==> src/rtl/sdram_init_seq.sv <==
module sdram_init_seq #(
  parameter int ADDR_W = 13,
  parameter int BA_W   = 2,
  parameter int CNT_W  = 16,
  parameter int RCNT_W = 8,
  parameter int T_RP   = 3,
  parameter int T_RC   = 7,
  parameter int T_MRD  = 2
) (
  input  logic              clk,
  input  logic              rst_n,
  input  logic              start,
  input  logic [CNT_W-1:0]  idle_cycles,
  input  logic [RCNT_W-1:0] ref_count,
  input  logic [RCNT_W-1:0] ref_gap,
  input  logic [1:0]        cas_lat,
  input  logic [3:0]        burst_len,
  output logic              cs_n,
  output logic              ras_n,
  output logic              cas_n,
  output logic              we_n,
  output logic [ADDR_W-1:0] addr,
  output logic [BA_W-1:0]   ba,
  output logic              done,
  output logic              ready
);
  localparam logic [CNT_W-1:0]  RP_LD  = CNT_W'(T_RP - 2);
  localparam logic [CNT_W-1:0]  RC_LD  = CNT_W'(T_RC - 2);
  localparam logic [CNT_W-1:0]  MRD_LD = CNT_W'(T_MRD - 2);
  localparam logic [RCNT_W-1:0] MIN_REF = RCNT_W'(8);

  typedef enum logic [2:0] {S_IDLE, S_WAIT, S_PALL, S_REF, S_MRS, S_DONE} st_t;

  st_t               state, nxt;
  logic [CNT_W-1:0]  cnt;
  logic [RCNT_W-1:0] rem, gap_q;
  logic [6:0]        mode_q;
  logic              ready_q;

  wire cfg_ok = (cas_lat != 2'd0) && (burst_len == 4'd4 || burst_len == 4'd8);
  wire [6:0] mode_w = {1'b0, cas_lat, 1'b0, 2'b01, burst_len == 4'd8};

  always_ff @(posedge clk) begin
    if (!rst_n) begin
      state   <= S_IDLE;
      nxt     <= S_IDLE;
      cnt     <= '0;
      rem     <= '0;
      gap_q   <= '0;
      mode_q  <= '0;
      ready_q <= 1'b0;
    end else begin
      case (state)
        S_IDLE: if (start && cfg_ok) begin
          state   <= S_WAIT;
          nxt     <= S_PALL;
          cnt     <= idle_cycles;
          ready_q <= 1'b0;
          mode_q  <= mode_w;
          gap_q   <= ref_gap;
          rem     <= (ref_count < MIN_REF) ? MIN_REF : ref_count;
        end
        S_WAIT: if (cnt == '0) state <= nxt;
                else cnt <= cnt - 1'b1;
        S_PALL: begin
          state <= S_WAIT;
          nxt   <= S_REF;
          cnt   <= RP_LD;
        end
        S_REF: begin
          rem   <= rem - 1'b1;
          state <= S_WAIT;
          if (rem == RCNT_W'(1)) begin
            nxt <= S_MRS;
            cnt <= RC_LD;
          end else begin
            nxt <= S_REF;
            cnt <= RC_LD + CNT_W'(gap_q);
          end
        end
        S_MRS: begin
          state <= S_WAIT;
          nxt   <= S_DONE;
          cnt   <= MRD_LD;
        end
        S_DONE: begin
          state   <= S_IDLE;
          ready_q <= 1'b1;
        end
        default: state <= S_IDLE;
      endcase
    end
  end

  always_comb begin
    {cs_n, ras_n, cas_n, we_n} = 4'b0111;
    addr = '0;
    case (state)
      S_PALL: begin
        {cs_n, ras_n, cas_n, we_n} = 4'b0010;
        addr[10] = 1'b1;
      end
      S_REF: {cs_n, ras_n, cas_n, we_n} = 4'b0001;
      S_MRS: begin
        {cs_n, ras_n, cas_n, we_n} = 4'b0000;
        addr[6:0] = mode_q;
      end
      default: ;
    endcase
  end

  assign ba    = '0;
  assign done  = (state == S_DONE);
  assign ready = ready_q | done;
endmodule

==> config.mk <==
export PLATFORM = sky130hd
export DESIGN_NAME = sdram_init_seq
export DESIGN_NICKNAME = d
export VERILOG_FILES = /design/src/rtl/sdram_init_seq.sv
export SDC_FILE = /design/constraint.sdc
export NUM_CORES = 1
export LEC_CHECK = 0
export BUFFER_PORTS_ARGS = -buffer_cell sky130_fd_sc_hd__buf_4
export CORE_MARGIN = 2
export CORE_UTILIZATION = 52
export CTS_BUF_LIST = sky130_fd_sc_hd__clkbuf_8
export DETAILED_ROUTE_END_ITERATION = 12
export PLACE_DENSITY = 0.78
export SETUP_SLACK_MARGIN = 0.02
export SYNTH_ARGS = -nofsm -noshare
export SYNTH_HDL_FRONTEND = slang
export SYNTH_SLANG_ARGS = --single-unit
export TNS_END_PERCENT = 50
==> constraint.sdc <==
create_clock -name clk -period 4.33 [get_ports clk]
set_clock_uncertainty 0.1 [all_clocks]
set_input_delay 1.299 -clock clk [delete_from_list [all_inputs] [get_ports clk]]
set_output_delay 1.299 -clock clk [all_outputs]
set_load 0.01 [all_outputs]
* Yosys cells after proc, flatten, opt, wreduce, memory -nomap -nowiden
Index checks and enable logic that the tools add are counted.
** Word-level totals
- Flip-flop bits (word level) :: 43
- Logic and storage cells :: 62
** Cells by class
- $add $sub $neg :: 3
- Magnitude comparators :: 1
- Equality and inequality tests :: 11
- Mux-type cells :: 20
- Bitwise logic cells :: 1
- Reduce and logical (&&, ||, !) cells :: 19
** Operators by type and width (count)
- $pmux W16 S5 :: 1
- $mux W16 :: 2
- $logic_not A16 Y1 :: 1
- $mux W8 :: 2
- $pmux W8 S2 :: 1
- $sub A16 B1 Y16 const B :: 1
- $mux W3 :: 4
- $pmux W3 S4 :: 1
- $reduce_and A2 Y1 :: 5
- $add A3 B8 Y9 const A :: 1
- $mux W9 :: 1
- $pmux W3 S3 :: 1
- $eq A8 B1 Y1 const B :: 1
- $lt A8 B4 Y1 const B :: 1
- $sub A8 B1 Y8 const B :: 1
- $eq A3 B2 Y1 const B :: 2
- $eq A3 B3 Y1 const B :: 2
- $mux W6 :: 1
- $ne A2 B2 Y1 const B :: 3
- $reduce_bool A2 Y1 :: 3
- $mux W1 :: 5
- $reduce_bool A5 Y1 :: 1
- $eq A4 B3 Y1 const B :: 1
- $eq A4 B4 Y1 const B :: 1
- 10 further kinds :: 12

* Longest topological paths before layout
- Depth after elaboration :: 6
- Depth in mapped cells :: 8
- Gate-level depth less buffers :: 7

* Worst setup path before layout
OpenSTA, ideal clock, no wires.
- Path type :: input to register
- Start point :: input burst_len[1]
- End point :: register gap_q[3]
- Setup time :: 0.070 ns
- Arrival time :: 2.540 ns
- Data required time :: 4.160 ns
- Path slack :: 1.619 ns
- Stages on the path :: 6
- Path buffers :: 1
- Cells stage by stage :: nor3b_1 o211ai_1 nor3_2 clkbuf_1 nand2_1 a21oi_1
** Between the ends
- Longest elaborated chain between the ends :: 5
- Elaborated cells on any way between the ends :: 6
- Those cells by class :: eq/ne (2); reduce/logical (4)
** Ends and longest elaborated chain
- from (decl) :: RTL line 17 : input logic [3:0] burst_len,
- $eq A4 B3 Y1 or $eq A4 B4 Y1 (tied branches) :: RTL line 40 : wire cfg_ok = (cas_lat != 2'd0) && (burst_len == 4'd4 || burst_len == 4'd8);
- $logic_or A1 B1 Y1 * :: RTL line 40
- $logic_and A1 B1 Y1 * :: RTL line 40
- $logic_and A1 B1 Y1 * :: RTL line 54 : S_IDLE: if (start && cfg_ok) begin
- $reduce_and A2 Y1 (no line) *
- to (signal assigned) :: RTL line 60 : gap_q <= ref_gap;
- to (decl) :: RTL line 36 : logic [RCNT_W-1:0] rem, gap_q;
Mark *: on every way between the ends. The rest lies on a longest branch, timed or not.
A chain may end at the register's enable or synchronous reset.

* Worst setup path in the final report
- Start point :: input burst_len[1]
- End point :: register cnt[10]
** Between the ends
- Longest elaborated chain between the ends :: 6
- Elaborated cells on any way between the ends :: 7
- Those cells by class :: eq/ne (3); reduce/logical (4)
** Ends and longest elaborated chain
- $eq A4 B3 Y1 or $eq A4 B4 Y1 (tied branches) :: RTL line 40
- $logic_or A1 B1 Y1 * :: RTL line 40
- $logic_and A1 B1 Y1 * :: RTL line 40
- $logic_and A1 B1 Y1 * :: RTL line 54
- $ne A2 B2 Y1 (no line) *
- $reduce_and A3 Y1 (no line) *
- to (signal assigned) :: RTL line 57 : cnt <= idle_cycles;
- to (signal assigned) :: RTL line 64 : else cnt <= cnt - 1'b1;
- to (signal assigned) :: RTL line 78 : cnt <= RC_LD + CNT_W'(gap_q);
- to (decl) :: RTL line 35 : logic [CNT_W-1:0] cnt;
Marks and branches as above.

==> results by stage <==
STA:
- The slew at the pin with the worst max-slew slack is 0.957 ns.
- For the final routed database, the setup TNS stands at 0 ns.
- The final setup violation count is 0.
- The peak clock frequency supported by timing is 0.324 GHz.
- The post-route minimum period is 3.09 ns.
- The worst-case headroom to the max-slew limit is 36.0%.
- After layout, the worst setup slack is 1.24 ns.
- Dividing the final minimum period by the clock period gives 71.3%.
- The total count of hold-check failures in the final report was 0.
- The count of final max-slew check failures is 0.
- Setup repair after global routing left no endpoint under its margin.

Flow run:
- Across the run, the number of max-cap violations was 0.

Setup path:
- The library cell contributing the largest single delay on the critical path is sky130_fd_sc_hd__o221ai_2.
- The arrival time reported for the critical path endpoint is 3.19 ns.
- Of all nets on the critical path, the largest fanout is 21.
- The cell that appears most often on the critical path is sky130_fd_sc_hd__buf_4.
- The launching element type of the critical path is a primary input.
- The type of the setup path with the least slack is in -> reg.
- The critical path endpoint category is a register.
- Together, buffers and inverters on the worst path number 2.
- The cell family contributing the most delay on the critical path is compound AO/OA/AOI/OAI gates.
- The signal on the critical path passes through buf_4, nor3b_1, o211ai_1, o221ai_2, buf_4, o21ai_0, a32o_1.
- The reg2reg setup slack is 1.69 ns.
- The source of the critical timing path is burst_len[1].
- The required time of the critical path is 4.43 ns.
- The stage delay of the slowest cell on the critical path is 0.50 ns.
- The reg-to-reg startpoint is cnt[0].

Logic synthesis:
- The number of synthesis warnings is 0.
- In this run the cell area of the synthesized design comes to 2590 um^2.
- Counting every instance in the synthesized netlist gives 334.
- Of all cell types, the one taking the most synthesized area is sky130_fd_sc_hd__dfxtp_1.
- The fraction of the yosys area taken by sequential cells is 33.2%.
- The share of flip-flops with an asynchronous set or reset is 0%.
- Synthesis inferred 43 register bits.
- The unique cell type count in the Yosys netlist is 60.
- The count of flip-flops with a built-in enable after synthesis is 0.
- The mean post-synth cell area is 7.75 um^2.
- The fraction of post-synthesis cell area in the top cell type by area is 33.2%.
- Among all flip-flop cells after synthesis, the most frequent one is sky130_fd_sc_hd__dfxtp_1.
- In the post-synthesis netlist, the biggest area contributors are sky130_fd_sc_hd__dfxtp_1 (33%), sky130_fd_sc_hd__a21oi_1 (7.1%), sky130_fd_sc_hd__nand2_1 (6.8%).

Worst hold path:
- The hold path startpoint is nxt[1].
- The path class of the lowest-slack min-delay path is reg -> reg.

Global route:
- The initial antenna violation count was 0.
- Global routing consumed, over all layers together, 24.9% of the routing resources.
- The via count of the first global-routing pass was 2339.
- The first global-routing pass estimated 10.7 mm of wire.
- Entering global routing, the biggest net connects 29 pins.
- Global routing finished with a remaining overflow of 0.

Clocking:
- TritonCTS built the clock tree.
- The buffer count from post-CTS setup fixing is 0.
- The H-tree generated during clock tree synthesis spans 2 levels.
- The buffer cell driving the clock tree root is sky130_fd_sc_hd__clkbuf_8.
- Counting the buffers created by CTS gives 5.
- The clock passes through at most 2 buffers.
- The number of gates resized after CTS was 0.
- The later pin in the worst-skew pair is clocked with a latency of 0.30 ns.
- The number of buffers added to fix hold violations after cts is 0.
- The clock net in this run drives a total of 43 sinks.
- After clock tree synthesis, the clock-pin slew on the worst setup and hold paths is 0.08 ns.

Floorplan:
- The floorplan step defined a die boundary enclosing 5560 um^2.
- The die is 74.6 um wide.
- The height of the chip is 74.6 um.
- The starting density of the core is 54.5%.
- The number of rows created at floorplan is 25.
- The floorplan step defined a core boundary enclosing 4750 um^2.
- For this design the top-level I/O count stands at 62.

Routing:
- The highest layer touched by signal routing is met4.
- The total detailed-routing wirelength is 6.52 mm.
- Summed over all nets, wire length on met2 after detailed routing comes to 3.08 mm.
- The detail-routed via count per cell is 5.83.
- The first-iteration detailed-routing DRC count is 195.
- The final routed DRC violation total is 0.
- After detailed routing, the wire length on met1 is 2.93 mm.
- The total met3 wirelength after detailed routing is 391 um.
- In the final routed layout, each cell accounts on average for 14.7 um.
- The vias after detailed routing is 2590.
- In this run the remaining antenna-violating nets after routing total 0.
- The number of detailed-routing iterations run before antenna repair is 4.

Layout:
- The count of fill cells added during filler insertion is 466.
- The commonest non-fill, non-tap cell in the layout is sky130_fd_sc_hd__buf_4.
- The final net count is 421.
- Relative to the synthesized area, the layout overhead comes to 17.0%.
- The final core utilization is 63.7%.
- The fraction of final layout cells sized beyond drive strength 1 is 21.5%.
- The antenna diode count is 0.
- Summing all multi-input logic gate instances after layout gives 1560 um^2.
- The area of all sequential standard cells is 861 um^2.
- In the layout the commonest cells are sky130_fd_sc_hd__buf_4 (55), sky130_fd_sc_hd__nand2_1 (47), sky130_fd_sc_hd__dfxtp_1 (43), sky130_fd_sc_hd__a21oi_1 (37), sky130_fd_sc_hd__nor2_1 (27).

Placement:
- The post-placement worst setup slack is 0.958 ns.
- The routability congestion estimate is 0.876.
- Port buffering added 50 buffers.
- The HPWL after detailed placement is 4.70 mm.

Power and ir drop:
- Summed over all cells, the static leakage comes to 1.23 nW.
- Across the VDD grid, the largest voltage drop is 159 uV.
- The power per cell area is 280 nW/um^2.

Run status:
- The flow ran to the end, and the final reports show no timing, DRC or antenna violations.
report_power, final:
| group | internal (mW) | switching [mW] | total, mW |
|---|---|---|---|
| combinational | 0.0793 | 0.0959 | 0.175 |
| clock | 0.110 | 0.142 | 0.252 |
| sequential | 0.407 | 0.0140 | 0.421 |
| total | 0.597 | 0.252 | 0.849 |
sequential cells by signal, summed over array words and instances, names as in the netlist:
name     count
cnt         16
gap_q        8
rem          8
mode_q       4
nxt          3
state        3
ready_q      1
cells by family after synthesis:
kind of cell,synth area share (%)
AND/OR/NAND/NOR,26.3
AO/OA/AOI/OAI,27.0
flip-flops,33.2
buffers and inverters,8.02
XOR/XNOR,3.04
adder cells (fa/ha/maj),1.93
other,0.145
multiplexers,0.386
final timing paths:
kind / to / cells past startpoint
max reg2reg: cnt[10] / 7
min: state[1] / 2
min reg2reg: state[1] / 2
max: cnt[10] / 7
cell type report:
class                           count  share of cell area (%)
Tap cell                           67                    2.77
Clock buffer                        5                    2.27
Clock inverter                      3                   0.495
Inverter                            8                   0.991
Multi-Input combinational cell    263                    51.4
Timing Repair Buffer               55                    13.6
Sequential cell                    43                    28.4
worst register-to-register path: stages (launching register included):
cell                       delay (ns)
sky130_fd_sc_hd__dfxtp_1         0.35
sky130_fd_sc_hd__inv_1           0.07
sky130_fd_sc_hd__ha_1            0.20
sky130_fd_sc_hd__or3b_2          0.52
sky130_fd_sc_hd__nor4_4          0.43
sky130_fd_sc_hd__o221ai_2        0.30
sky130_fd_sc_hd__buf_4           0.30
sky130_fd_sc_hd__a32o_1          0.27
cells in the mapped netlist, types with 3 or more instances:
library cell	count
sky130_fd_sc_hd__nand2_1	47
sky130_fd_sc_hd__dfxtp_1	43
sky130_fd_sc_hd__a21oi_1	37
sky130_fd_sc_hd__nor2_1	27
sky130_fd_sc_hd__o21ai_0	19
sky130_fd_sc_hd__buf_4	12
sky130_fd_sc_hd__clkbuf_1	12
sky130_fd_sc_hd__nor3_1	10
sky130_fd_sc_hd__nand3_1	9
sky130_fd_sc_hd__a31o_2	7
sky130_fd_sc_hd__inv_1	7
sky130_fd_sc_hd__and2_1	6
sky130_fd_sc_hd__xor2_1	6
sky130_fd_sc_hd__or4_1	5
sky130_fd_sc_hd__a32o_1	4
sky130_fd_sc_hd__buf_2	4
sky130_fd_sc_hd__ha_1	4
sky130_fd_sc_hd__o31ai_1	4
sky130_fd_sc_hd__a211oi_1	3
sky130_fd_sc_hd__a31oi_1	3
sky130_fd_sc_hd__nand4_1	3
sky130_fd_sc_hd__nor3b_1	3
sky130_fd_sc_hd__or3_1	3
sky130_fd_sc_hd__xnor2_1	3
layer usage:
metal / vias to the layer above / track usage, %
li1: 1285 / -
met1: 1195 / 34.3
met2: 100 / 39.3
met3: 10 / 4.88
met4: 0 / 7.94
met5: - / 0
metrics by stage:
| step | instances | hold slack, ns | power, mW | area [um^2] |
|---|---|---|---|---|
| final | 444 | 0.346 | 0.849 | 3030 |
| after global routing | 444 | 0.380 | 0.891 | 3030 |
| after CTS | 444 | 0.345 | 0.850 | 3030 |
| after detailed placement | 436 | 0.336 | 0.603 | 2950 |
| after global placement | 436 | 0.324 | 0.600 | 2950 |
| after floorplan | 344 | 0.311 | 0.556 | 2630 |
(Power assumes the default switching activity.)
